--- config.mk ---
export PLATFORM = sky130hd
export DESIGN_NAME = rtc_calendar_core
export DESIGN_NICKNAME = d
export VERILOG_FILES = /design/src/rtl/rtc_pkg.sv /design/src/rtl/rtc_time_chain.sv /design/src/rtl/rtc_alarm_unit.sv /design/src/rtl/rtc_calendar_core.sv
export SDC_FILE = /design/constraint.sdc
export NUM_CORES = 1
export LEC_CHECK = 0
export ABC_AREA = 1
export ABC_CLOCK_PERIOD_IN_PS = 3400
export CORE_ASPECT_RATIO = 0.9
export CORE_UTILIZATION = 46
export DETAILED_ROUTE_END_ITERATION = 6
export GPL_ROUTABILITY_DRIVEN = 0
export PLACE_DENSITY = 0.59
export SLEW_MARGIN = 0
export SYNTH_ARGS = -nofsm -noshare
export SYNTH_HDL_FRONTEND = slang
export SYNTH_HIERARCHICAL = 1
export SYNTH_SLANG_ARGS = --single-unit
--- constraint.sdc ---
create_clock -name clk -period 3.4 [get_ports clk]
set_clock_uncertainty 0.2 [all_clocks]
set_input_delay 0.68 -clock clk [delete_from_list [all_inputs] [get_ports clk]]
set_output_delay 0.68 -clock clk [all_outputs]
set_load 0.01 [all_outputs]
--- src/rtl/rtc_pkg.sv ---
// Package: shared constants, time record type and BCD helpers for the
// calendar clock. Assumes packed-BCD fields with no range checking.
package rtc_pkg;

    localparam int ADDR_W  = 7;
    localparam int DATA_W  = 8;
    localparam int N_ALM   = 4;
    localparam int TIDX_W  = 3;
    localparam int AIDX_W  = $clog2(N_ALM);

    localparam logic [ADDR_W-1:0] A_SEC   = 7'h00;
    localparam logic [ADDR_W-1:0] A_YEAR  = 7'h06;
    localparam logic [ADDR_W-1:0] A_ALM0  = 7'h07;
    localparam logic [ADDR_W-1:0] A_ALM3  = 7'h0A;
    localparam logic [ADDR_W-1:0] A_CTRL  = 7'h0B;
    localparam logic [ADDR_W-1:0] A_STAT  = 7'h0C;

    localparam int CTRL_HALT = 7;
    localparam int CTRL_WP   = 6;
    localparam int CTRL_AIE  = 0;
    localparam logic [DATA_W-1:0] CTRL_KEEP = 8'hF1;

    typedef struct packed {
        logic [6:0] sec;
        logic [6:0] min;
        logic [6:0] hour;
        logic [2:0] dow;
        logic [5:0] date;
        logic [4:0] month;
        logic [7:0] year;
    } rtc_time_t;

    // Add one to a two-digit BCD value (99 gives A0; callers wrap first).
    function automatic logic [7:0] bcd_inc(input logic [7:0] v);
        if (v[3:0] == 4'd9)
            return {v[7:4] + 4'd1, 4'd0};
        else
            return {v[7:4], v[3:0] + 4'd1};
    endfunction

    // Two-digit BCD year divisible by four.
    function automatic logic is_leap(input logic [7:0] y);
        if (y[4] == 1'b0)
            return (y[3:0] == 4'd0) || (y[3:0] == 4'd4) || (y[3:0] == 4'd8);
        else
            return (y[3:0] == 4'd2) || (y[3:0] == 4'd6);
    endfunction

    // Last date of a month, in BCD.
    function automatic logic [5:0] last_date(input logic [4:0] m, input logic [7:0] y);
        case (m)
            5'h02:                      return is_leap(y) ? 6'h29 : 6'h28;
            5'h04, 5'h06, 5'h09, 5'h11: return 6'h30;
            default:                    return 6'h31;
        endcase
    endfunction

endpackage

--- src/rtl/rtc_time_chain.sv ---
// Module: time and calendar registers with the rollover cascade.
// Computes the next second combinationally (nxt_o) and loads it on adv_i.
// A write has priority over an advance. Assumes the caller never raises
// adv_i and wr_en_i together.
module rtc_time_chain
    import rtc_pkg::*;
(
    input  logic              clk,
    input  logic              rst_n,
    input  logic              adv_i,
    input  logic              wr_en_i,
    input  logic [TIDX_W-1:0] wr_idx_i,
    input  logic [DATA_W-1:0] wdata_i,
    output rtc_time_t         cur_o,
    output rtc_time_t         nxt_o
);

    rtc_time_t cur_q;
    rtc_time_t nxt;

    logic [7:0] inc_sec, inc_min, inc_h24, inc_h12, inc_date, inc_mon, inc_yr;
    logic       w_sec, w_min, w_hr, w_date, w_mon;
    logic       c_min, c_hr, c_day, c_mon, c_yr;

    assign inc_sec  = bcd_inc({1'b0, cur_q.sec});
    assign inc_min  = bcd_inc({1'b0, cur_q.min});
    assign inc_h24  = bcd_inc({2'b0, cur_q.hour[5:0]});
    assign inc_h12  = bcd_inc({3'b0, cur_q.hour[4:0]});
    assign inc_date = bcd_inc({2'b0, cur_q.date});
    assign inc_mon  = bcd_inc({3'b0, cur_q.month});
    assign inc_yr   = bcd_inc(cur_q.year);

    // Wrap conditions of each field.
    always_comb begin
        w_sec  = (cur_q.sec == 7'h59);
        w_min  = (cur_q.min == 7'h59);
        w_hr   = cur_q.hour[6] ? ((cur_q.hour[4:0] == 5'h11) && cur_q.hour[5])
                               : (cur_q.hour[5:0] == 6'h23);
        w_date = (cur_q.date == last_date(cur_q.month, cur_q.year));
        w_mon  = (cur_q.month == 5'h12);
    end

    // Carry cascade from seconds up to year.
    always_comb begin
        c_min = w_sec;
        c_hr  = c_min & w_min;
        c_day = c_hr & w_hr;
        c_mon = c_day & w_date;
        c_yr  = c_mon & w_mon;
    end

    // Next-second values of every field.
    always_comb begin
        nxt     = cur_q;
        nxt.sec = w_sec ? 7'h00 : inc_sec[6:0];
        if (c_min)
            nxt.min = w_min ? 7'h00 : inc_min[6:0];
        if (c_hr) begin
            if (cur_q.hour[6]) begin
                case (cur_q.hour[4:0])
                    5'h12:   nxt.hour = {1'b1, cur_q.hour[5], 5'h01};
                    5'h11:   nxt.hour = {1'b1, ~cur_q.hour[5], 5'h12};
                    default: nxt.hour = {1'b1, cur_q.hour[5], inc_h12[4:0]};
                endcase
            end else begin
                nxt.hour = (cur_q.hour[5:0] == 6'h23) ? 7'h00 : {1'b0, inc_h24[5:0]};
            end
        end
        if (c_day) begin
            nxt.dow  = (cur_q.dow == 3'd7) ? 3'd1 : cur_q.dow + 3'd1;
            nxt.date = w_date ? 6'h01 : inc_date[5:0];
        end
        if (c_mon)
            nxt.month = w_mon ? 5'h01 : inc_mon[4:0];
        if (c_yr)
            nxt.year = (cur_q.year == 8'h99) ? 8'h00 : inc_yr;
    end

    // Register update: reset, field write, or one-second advance.
    always_ff @(posedge clk) begin
        if (!rst_n) begin
            cur_q.sec   <= 7'h00;
            cur_q.min   <= 7'h00;
            cur_q.hour  <= 7'h00;
            cur_q.dow   <= 3'd1;
            cur_q.date  <= 6'h01;
            cur_q.month <= 5'h01;
            cur_q.year  <= 8'h00;
        end else if (wr_en_i) begin
            case (wr_idx_i)
                3'd0:    cur_q.sec   <= wdata_i[6:0];
                3'd1:    cur_q.min   <= wdata_i[6:0];
                3'd2:    cur_q.hour  <= wdata_i[6:0];
                3'd3:    cur_q.dow   <= wdata_i[2:0];
                3'd4:    cur_q.date  <= wdata_i[5:0];
                3'd5:    cur_q.month <= wdata_i[4:0];
                default: cur_q.year  <= wdata_i;
            endcase
        end else if (adv_i) begin
            cur_q <= nxt;
        end
    end

    assign cur_o = cur_q;
    assign nxt_o = nxt;

endmodule

--- src/rtl/rtc_alarm_unit.sv ---
// Module: alarm bytes, per-field masked comparison and the sticky flag.
// Compares the time that an advance is about to load, so the flag sets
// on the same edge as the new time. Bit 7 of each alarm byte masks its field.
module rtc_alarm_unit
    import rtc_pkg::*;
(
    input  logic                         clk,
    input  logic                         rst_n,
    input  logic                         wr_en_i,
    input  logic [AIDX_W-1:0]            wr_idx_i,
    input  logic [DATA_W-1:0]            wdata_i,
    input  logic                         adv_i,
    input  logic                         clr_i,
    input  logic [6:0]                   sec_i,
    input  logic [6:0]                   min_i,
    input  logic [6:0]                   hour_i,
    input  logic [2:0]                   dow_i,
    output logic [N_ALM-1:0][DATA_W-1:0] alm_o,
    output logic                         flag_o
);

    // Field bits kept per alarm byte (index 0 = seconds ... 3 = day).
    localparam logic [N_ALM-1:0][6:0] FKEEP = {7'h07, 7'h7F, 7'h7F, 7'h7F};

    logic [N_ALM-1:0][DATA_W-1:0] alm_q;
    logic [N_ALM-1:0][6:0]        fval;
    logic [N_ALM-1:0]             hit;
    logic                         flag_q;

    assign fval[0] = sec_i;
    assign fval[1] = min_i;
    assign fval[2] = hour_i;
    assign fval[3] = {4'b0, dow_i};

    for (genvar g = 0; g < N_ALM; g++) begin : g_field
        // Alarm byte storage with its undefined bits cleared.
        always_ff @(posedge clk) begin
            if (!rst_n)
                alm_q[g] <= '0;
            else if (wr_en_i && (wr_idx_i == AIDX_W'(g)))
                alm_q[g] <= wdata_i & {1'b1, FKEEP[g]};
        end
        assign hit[g] = alm_q[g][7] | (alm_q[g][6:0] == fval[g]);
    end

    // Sticky match flag: set on a matching advance, cleared on request.
    always_ff @(posedge clk) begin
        if (!rst_n)
            flag_q <= 1'b0;
        else if (clr_i)
            flag_q <= 1'b0;
        else if (adv_i && (&hit))
            flag_q <= 1'b1;
    end

    assign alm_o  = alm_q;
    assign flag_o = flag_q;

endmodule

--- src/rtl/rtc_calendar_core.sv ---
// Module: top of the BCD calendar clock. Decodes the register port,
// holds the control byte, gates ticks and drives the interrupt.
// Assumes tick_i is a one-cycle pulse; any write strobe drops a
// coincident tick.
module rtc_calendar_core
    import rtc_pkg::*;
(
    input  logic              clk,
    input  logic              rst_n,
    input  logic              tick_i,
    input  logic              wr_en_i,
    input  logic [ADDR_W-1:0] addr_i,
    input  logic [DATA_W-1:0] wdata_i,
    output logic [DATA_W-1:0] rdata_o,
    output logic              irq_o
);

    logic [DATA_W-1:0]            ctrl_q;
    rtc_time_t                    t_cur;
    rtc_time_t                    t_nxt;
    logic [N_ALM-1:0][DATA_W-1:0] alm;
    logic                         flag;
    logic                         wr_ok, adv, time_wr, alm_wr, clr;

    // Write qualification and tick gating.
    always_comb begin
        wr_ok   = wr_en_i & (~ctrl_q[CTRL_WP] | (addr_i == A_CTRL));
        adv     = tick_i & ~ctrl_q[CTRL_HALT] & ~wr_en_i;
        time_wr = wr_ok & (addr_i <= A_YEAR);
        alm_wr  = wr_ok & (addr_i >= A_ALM0) & (addr_i <= A_ALM3);
        clr     = wr_ok & (addr_i == A_STAT) & wdata_i[0];
    end

    // Control byte storage.
    always_ff @(posedge clk) begin
        if (!rst_n)
            ctrl_q <= '0;
        else if (wr_ok && (addr_i == A_CTRL))
            ctrl_q <= wdata_i & CTRL_KEEP;
    end

    rtc_time_chain u_chain (
        .clk      (clk),
        .rst_n    (rst_n),
        .adv_i    (adv),
        .wr_en_i  (time_wr),
        .wr_idx_i (addr_i[TIDX_W-1:0]),
        .wdata_i  (wdata_i),
        .cur_o    (t_cur),
        .nxt_o    (t_nxt)
    );

    rtc_alarm_unit u_alarm (
        .clk      (clk),
        .rst_n    (rst_n),
        .wr_en_i  (alm_wr),
        .wr_idx_i (addr_i[AIDX_W-1:0] + AIDX_W'(1)),
        .wdata_i  (wdata_i),
        .adv_i    (adv),
        .clr_i    (clr),
        .sec_i    (t_nxt.sec),
        .min_i    (t_nxt.min),
        .hour_i   (t_nxt.hour),
        .dow_i    (t_nxt.dow),
        .alm_o    (alm),
        .flag_o   (flag)
    );

    // Read multiplexer; undefined addresses return zero.
    always_comb begin
        case (addr_i)
            7'h00:   rdata_o = {1'b0, t_cur.sec};
            7'h01:   rdata_o = {1'b0, t_cur.min};
            7'h02:   rdata_o = {1'b0, t_cur.hour};
            7'h03:   rdata_o = {5'b0, t_cur.dow};
            7'h04:   rdata_o = {2'b0, t_cur.date};
            7'h05:   rdata_o = {3'b0, t_cur.month};
            7'h06:   rdata_o = t_cur.year;
            7'h07:   rdata_o = alm[0];
            7'h08:   rdata_o = alm[1];
            7'h09:   rdata_o = alm[2];
            7'h0A:   rdata_o = alm[3];
            7'h0B:   rdata_o = ctrl_q;
            7'h0C:   rdata_o = {7'b0, flag};
            default: rdata_o = '0;
        endcase
    end

    assign irq_o = flag & ctrl_q[CTRL_AIE];

endmodule

==> results of run 1 <==
==> per-layer routing <==
metal  track usage [%]  routed length, um
met4              11.3                523
met2              46.6               8500
met3              5.86               1240
met1              44.8              10200
met5                 0                  0
==> per-stage QoR <==
stage	TNS [ns]	util (%)	total power [mW]	area, um^2	worst slack [ns]
floorplan	0	-	1.26	5990	0.545
global placement	-7.54	54.0	1.42	6850	-0.391
detailed placement	-8.63	54.0	1.42	6850	-0.433
CTS	0	56.6	2.41	7180	0.0929
global route	0	56.6	2.50	7180	0.00302
finish	0	56.6	2.40	7180	0.0942
==> state kept, by name, indices dropped and copies added (netlist names) <==
register / count
u_chain/cur_o: 43
u_alarm/alm_o: 28
ctrl_q: 5
u_alarm/flag_o: 1
==> critical path: cells and delay by family <==
kind / cells / cell delay (ns)
buf+inv: 5 / 1.09
simple gates: 7 / 0.65
==> cell usage in the layout (no fill, tap or decap), types with 9 or more instances in the layout <==
master and count:
o21ai_1 10, dlygate4sd2_1 9, inv_2 14, o21ai_0 78, dfxtp_1 77, clkdlybuf4s50_1 15
nor3_1 10, nor2_1 124, ha_1 19, a21oi_1 53, xor2_1 12, nand3_1 66
a31oi_1 22, buf_4 62, xnor2_1 12, nand2_1 292, nor2_4 12, clkbuf_16 9
inv_1 107
==> layout make-up <==
cell class                 instances  area, um^2
inverter                         126         479
timing repair buffer              92         776
fill                            1344        5510
clock inverter                     4        47.5
clock buffer                      12         246
tap                              164         205
multi-input combinational        771        3880
sequential                        77        1540
==> repair_timing <==
action                     in CTS  in global routing
pin swaps                       1                  0
setup endpoints to repair       8                  1
cloned                          1                  0
resized for setup              23                  2
==> power groups by stage <==
stage	clock network [mW]	logic, mW	registers, mW
6_report	0.986	0.413	1.00
5_1_grt	1.03	0.462	1.01
4_1_cts	1.00	0.409	1.00
3_5_place_dp	0	0.403	1.02
3_3_place_gp	0	0.402	1.02
2_1_floorplan	0	0.261	0.996
==> worst min path at each step <==
stage | slack [ns] | start | endpoint
2_1_floorplan | 0.24 | u_alarm/alm_o[31]$_SDFFE_PN0P_ | u_alarm/alm_o[31]$_SDFFE_PN0P_
3_5_place_dp | 0.26 | u_alarm/alm_o[31]$_SDFFE_PN0P_ | u_alarm/alm_o[31]$_SDFFE_PN0P_
5_1_grt | 0.31 | u_alarm/alm_o[31]$_SDFFE_PN0P_ | u_alarm/alm_o[31]$_SDFFE_PN0P_
3_3_place_gp | 0.27 | ctrl_q[6]$_SDFFE_PN0P_ | ctrl_q[6]$_SDFFE_PN0P_
4_1_cts | 0.27 | u_alarm/alm_o[31]$_SDFFE_PN0P_ | u_alarm/alm_o[31]$_SDFFE_PN0P_
6_report | 0.27 | ctrl_q[6]$_SDFFE_PN0P_ | ctrl_q[6]$_SDFFE_PN0P_
==> flow_metrics.py, run 1 <==
metrics = {
    "worst_setup_path": {
        "start_kind": "primary input",
        "reg2reg_depth": 17,
        "arrival_ns": 2.43,
        "r2r_end": "u_alarm/flag_o$_SDFFE_PP0P_",
        "crit_end": "rdata_o[4]",
        "critPathSlowestCell": "clkdlybuf4s50_1",
        "cp_max_fo": 7,
        "crit_top_cell": "nand2_1",
        "cp_cell_sequence": "clkdlybuf4s50_1, buf_4, clkinv_2, nand2_4, nor2_2, nand2_2, inv_2, nand2_1, nand2_1, nor2_1, nand3_1, dlygate4sd2_1",
        "critPathLaunch": "addr_i[2]",
        "cp.required_ns": 2.52,
        "slowest_delay_ns": 0.45,
        "endpoint_kind": "output pin",
        "r2r_setup_slack_ns": 0.36,
        "setup.worst_path.class": "primary input to output pin",
        "timing.rr.start": "u_chain/cur_o[36]$_SDFFE_PN0P_",
    },
    "sta": {
        "worst_slew_pin_slew_ns": 0.755,
        "hold_viol_final": 0,
        "whs_ns": 0.274,
        "setup_viol": 0,
        "slew_viol_final": 0,
        "post-route-min-period_ns": 3.31,
        "fin_crit_sh_pct": 97.2,
        "max_clock_freq_mhz": 302,
        "rsz0062_at_grt": "false",
        "slew-limit-headroom_pct": 49.3,
    },
    "placed_design": {
        "port-buffer-count": 27,
        "hpwl_mm": 15.8,
        "place_inst": 1229,
    },
    "pwr": {
        "ir_drop_mv": 0.310,
        "p_int_mw": 1.69,
        "power.density_mw_per_mm2": 334,
        "netSwitchingFraction_pct": 29.6,
        "switchingPower_mw": 0.711,
        "clock_power_share_pct": 41.1,
        "seqPwrFrac_pct": 41.7,
        "leakage_nw": 3.38,
        "pwr-share-comb_pct": 17.2,
    },
    "synth": {
        "postSynthCellCount": 994,
        "avgSynthCellArea_um2": 6.01,
        "syn_area_mm2": 0.00598,
        "yosysWarnings": 6,
    },
    "final_layout": {
        "final_net_count": 1115,
        "final_cells": 1246,
        "layout-drive-gt1-share_pct": 13.5,
        "antenna_cells": 0,
        "area_delta_synth_final_pct": 20.1,
    },
    "global_routing": {
        "grt_max_degree": 48,
        "grt_pass1_wl_mm": 30.8,
        "antenna_found_initial": 0,
        "overflow": 0,
        "grt_use_total_pct": 31.3,
        "grt_pass1_vias": 5669,
    },
    "drt": {
        "firstDrtPassIters": 5,
        "final_antenna_net_count": 0,
        "route.detailed.drc": 0,
        "wirelength_mm": 20.4,
        "routedWlPerCell_um": 16.4,
        "via_per_inst": 5.23,
        "dr_total_vias": 6519,
        "drt_iter0_drc": 631,
    },
    "floorplan": {
        "ios": 28,
        "core.rowCount": 39,
        "start_util_pct": 47.1,
        "core-area_mm2": 0.0127,
        "die_area_mm2": 0.0135,
        "die_w_um": 122,
        "die_y_um": 110,
    },
    "clocking": {
        "htreeDepth": 3,
        "cts_setup_buffers": 0,
        "cts_buffers": 9,
        "clk_root_buffer_cell": "clkbuf_16",
        "cts_num_sinks": 77,
        "cts_max_path_buffers": 2,
        "ctsHoldBuffers": 0,
        "insertion_delay_ns": 0.35,
        "cts_tree": "done",
        "clkTransAtPathRegs_ns": 0.06,
    },
    "outcome": {
        "status": "completed",
    },
    "worst_hold_path": {
        "hp-class": "flop to flop",
        "hold_depth": 2,
    },
    "run": {
        "maxCapViolations": 0,
    },
}
Note: power is estimated with default switching activity, not from simulation.
==> run 2: changes to the inputs <==
--- a/config.mk
+++ b/config.mk
@@ -11,6 +11,7 @@
 export CORE_UTILIZATION = 46
 export DETAILED_ROUTE_END_ITERATION = 6
 export GPL_ROUTABILITY_DRIVEN = 0
+export MAX_ROUTING_LAYER = met4
 export PLACE_DENSITY = 0.59
 export SLEW_MARGIN = 0
 export SYNTH_ARGS = -nofsm -noshare
==> run 2 against run 1 <==
Die area did not move. Utilization did not move. Sequential power barely moved. Final area did not move. Final cell count did not move.
==> flow_metrics.py, run 2 (synthesis results as in run 1) <==
metrics = {
    "outcome": {
        "status": "completed",
    },
    "pwr": {
        "finalPower_mw": 2.40,
        "ir_drop_mv": 0.308,
        "leakage_nw": 3.38,
        "power.density_mw_per_mm2": 334,
    },
    "drt": {
        "wirelength_mm": 20.4,
        "wl_met1_mm": 9.98,
        "final_antenna_net_count": 0,
        "met2_wirelength_mm": 8.58,
        "firstDrtPassIters": 5,
        "dr.max_layer_used": "met4",
        "via_per_inst": 5.25,
        "dr_total_vias": 6539,
        "route.detailed.drc": 0,
        "routedWlPerCell_um": 16.3,
        "drt_iter0_drc": 663,
        "routed-wl-met3_mm": 1.31,
    },
    "sta": {
        "post-route-min-period_ns": 3.30,
        "max_clock_freq_mhz": 303,
        "fin_crit_sh_pct": 97.0,
        "slew_viol_final": 0,
        "hold_viol_final": 0,
        "rsz0062_at_grt": "false",
        "setup_viol": 0,
        "worst_slew_pin_slew_ns": 0.784,
        "whs_ns": 0.274,
        "slew-limit-headroom_pct": 47.4,
    },
    "worst_setup_path": {
        "critPathSlowestCell": "clkdlybuf4s50_1",
        "cp_cell_sequence": "clkdlybuf4s50_1, buf_4, clkinv_2, nand2_4, nor2_2, nand2_2, o21ai_0, nor2_1, nand3b_1, dlygate4sd2_1",
        "start_kind": "primary input",
        "slowest_delay_ns": 0.45,
        "setup.worst_path.class": "primary input to output pin",
        "cp.required_ns": 2.52,
        "cp_max_fo": 7,
        "arrival_ns": 2.42,
        "crit_family": "buffers and inverters",
        "crit_buf_inv": 4,
        "endpoint_kind": "output pin",
    },
    "floorplan": {
        "core-area_mm2": 0.0127,
        "die_y_um": 110,
        "die_area_mm2": 0.0135,
        "die_w_um": 122,
        "core.rowCount": 39,
        "start_util_pct": 47.1,
        "ios": 28,
    },
    "final_layout": {
        "fillerInstances": 1344,
        "largest_reg_flops": 43,
        "final_net_count": 1115,
        "antenna_cells": 0,
        "area_delta_synth_final_pct": 20.1,
        "final_common_cell": "nand2_1",
        "layout_common_cells": "nand2_1, nor2_1, inv_1",
        "layout-drive-gt1-share_pct": 13.5,
        "final_util_pct": 56.6,
    },
    "worst_hold_path": {
        "hp-class": "flop to flop",
    },
    "clocking": {
        "clk_root_buffer_cell": "clkbuf_16",
        "cts_tree": "done",
        "insertion_delay_ns": 0.35,
        "htreeDepth": 3,
        "cts_max_path_buffers": 2,
        "cts_setup_buffers": 0,
        "clkTransAtPathRegs_ns": 0.06,
        "cts_buffers": 9,
        "cts_num_sinks": 77,
    },
    "global_routing": {
        "antenna_found_initial": 0,
        "grt_max_degree": 48,
        "overflow": 0,
        "grt_pass1_wl_mm": 30.9,
        "grt_use_total_pct": 32.3,
        "grt_pass1_vias": 5644,
    },
    "placed_design": {
        "hpwl_mm": 15.8,
        "port-buffer-count": 27,
    },
    "run": {
        "maxCapViolations": 0,
    },
}
run 2: what timing repair did:
action / in CTS / in global routing
gates cloned: 1 / 0
hold buffers: 0 / 0
gates resized for setup: 23 / 2
setup endpoints to repair: 8 / 1
pin swaps: 1 / 0
run 2: final timing paths:
| kind | slack (ns) | endpoint | startpoint | cells past startpoint |
|---|---|---|---|---|
| hold / removal | 0.27 | ctrl_q[6]$_SDFFE_PN0P_ | ctrl_q[6]$_SDFFE_PN0P_ | 2 |
| setup reg to reg | 0.34 | u_alarm/flag_o$_SDFFE_PP0P_ | u_chain/cur_o[36]$_SDFFE_PN0P_ | 17 |
| hold reg to reg | 0.27 | ctrl_q[6]$_SDFFE_PN0P_ | ctrl_q[6]$_SDFFE_PN0P_ | 2 |
| setup / recovery | 0.10 | rdata_o[3] | addr_i[2] | 10 |
run 2: cell type report:
| type | count | area, um^2 | share of cell area, % |
|---|---|---|---|
| Clock buffer | 12 | 246 | 3.43 |
| Multi-Input combinational cell | 771 | 3880 | 54.1 |
| Clock inverter | 4 | 47.5 | 0.662 |
| Sequential cell | 77 | 1540 | 21.5 |
| Inverter | 126 | 479 | 6.67 |
| Timing Repair Buffer | 92 | 776 | 10.8 |
| Tap cell | 164 | 205 | 2.86 |
run 2: stage by stage:
stage / TNS, ns / std cells / setup slack, ns / cell area (um^2)
floorplan: 0 / 997 / 0.545 / 5990
global placement: -7.54 / 1229 / -0.391 / 6850
detailed placement: -8.63 / 1229 / -0.433 / 6850
CTS: 0 / 1246 / 0.0929 / 7180
global route: 0 / 1246 / 0.00302 / 7180
finish: 0 / 1246 / 0.102 / 7180
run 2: routing by layer:
metal | GRT usage [%] | vias to the layer above
met5 | - | -
met2 | 46.6 | 202
met3 | 6.07 | 30
met4 | 11.3 | 0
met1 | 44.8 | 2948
li1 | - | 3359
run 2: power breakdown:
part / total, mW / internal (mW) / switching, mW
registers: 1.00 / 0.940 / 0.0616
clock network: 0.983 / 0.587 / 0.396
logic: 0.412 / 0.163 / 0.250
run 2: worst register-to-register path, delay by kind of cell (launching register included):
family / cells / cell delay, ns
flip-flops: 1 / 0.49
adder cells (fa/ha/maj): 1 / 0.25
buffers and inverters: 1 / 0.06
AND/OR/NAND/NOR: 14 / 1.82
AO/OA/AOI/OAI: 1 / 0.19
==> run 3: changes to the inputs <==
--- a/config.mk
+++ b/config.mk
@@ -11,6 +11,7 @@
 export CORE_UTILIZATION = 46
 export DETAILED_ROUTE_END_ITERATION = 6
 export GPL_ROUTABILITY_DRIVEN = 0
+export HOLD_SLACK_MARGIN = 0.08
 export MAX_ROUTING_LAYER = met4
 export PLACE_DENSITY = 0.59
 export SLEW_MARGIN = 0
==> results of run 3 <==
No change in the layout: final DEF, timing and power equal those of run 2.
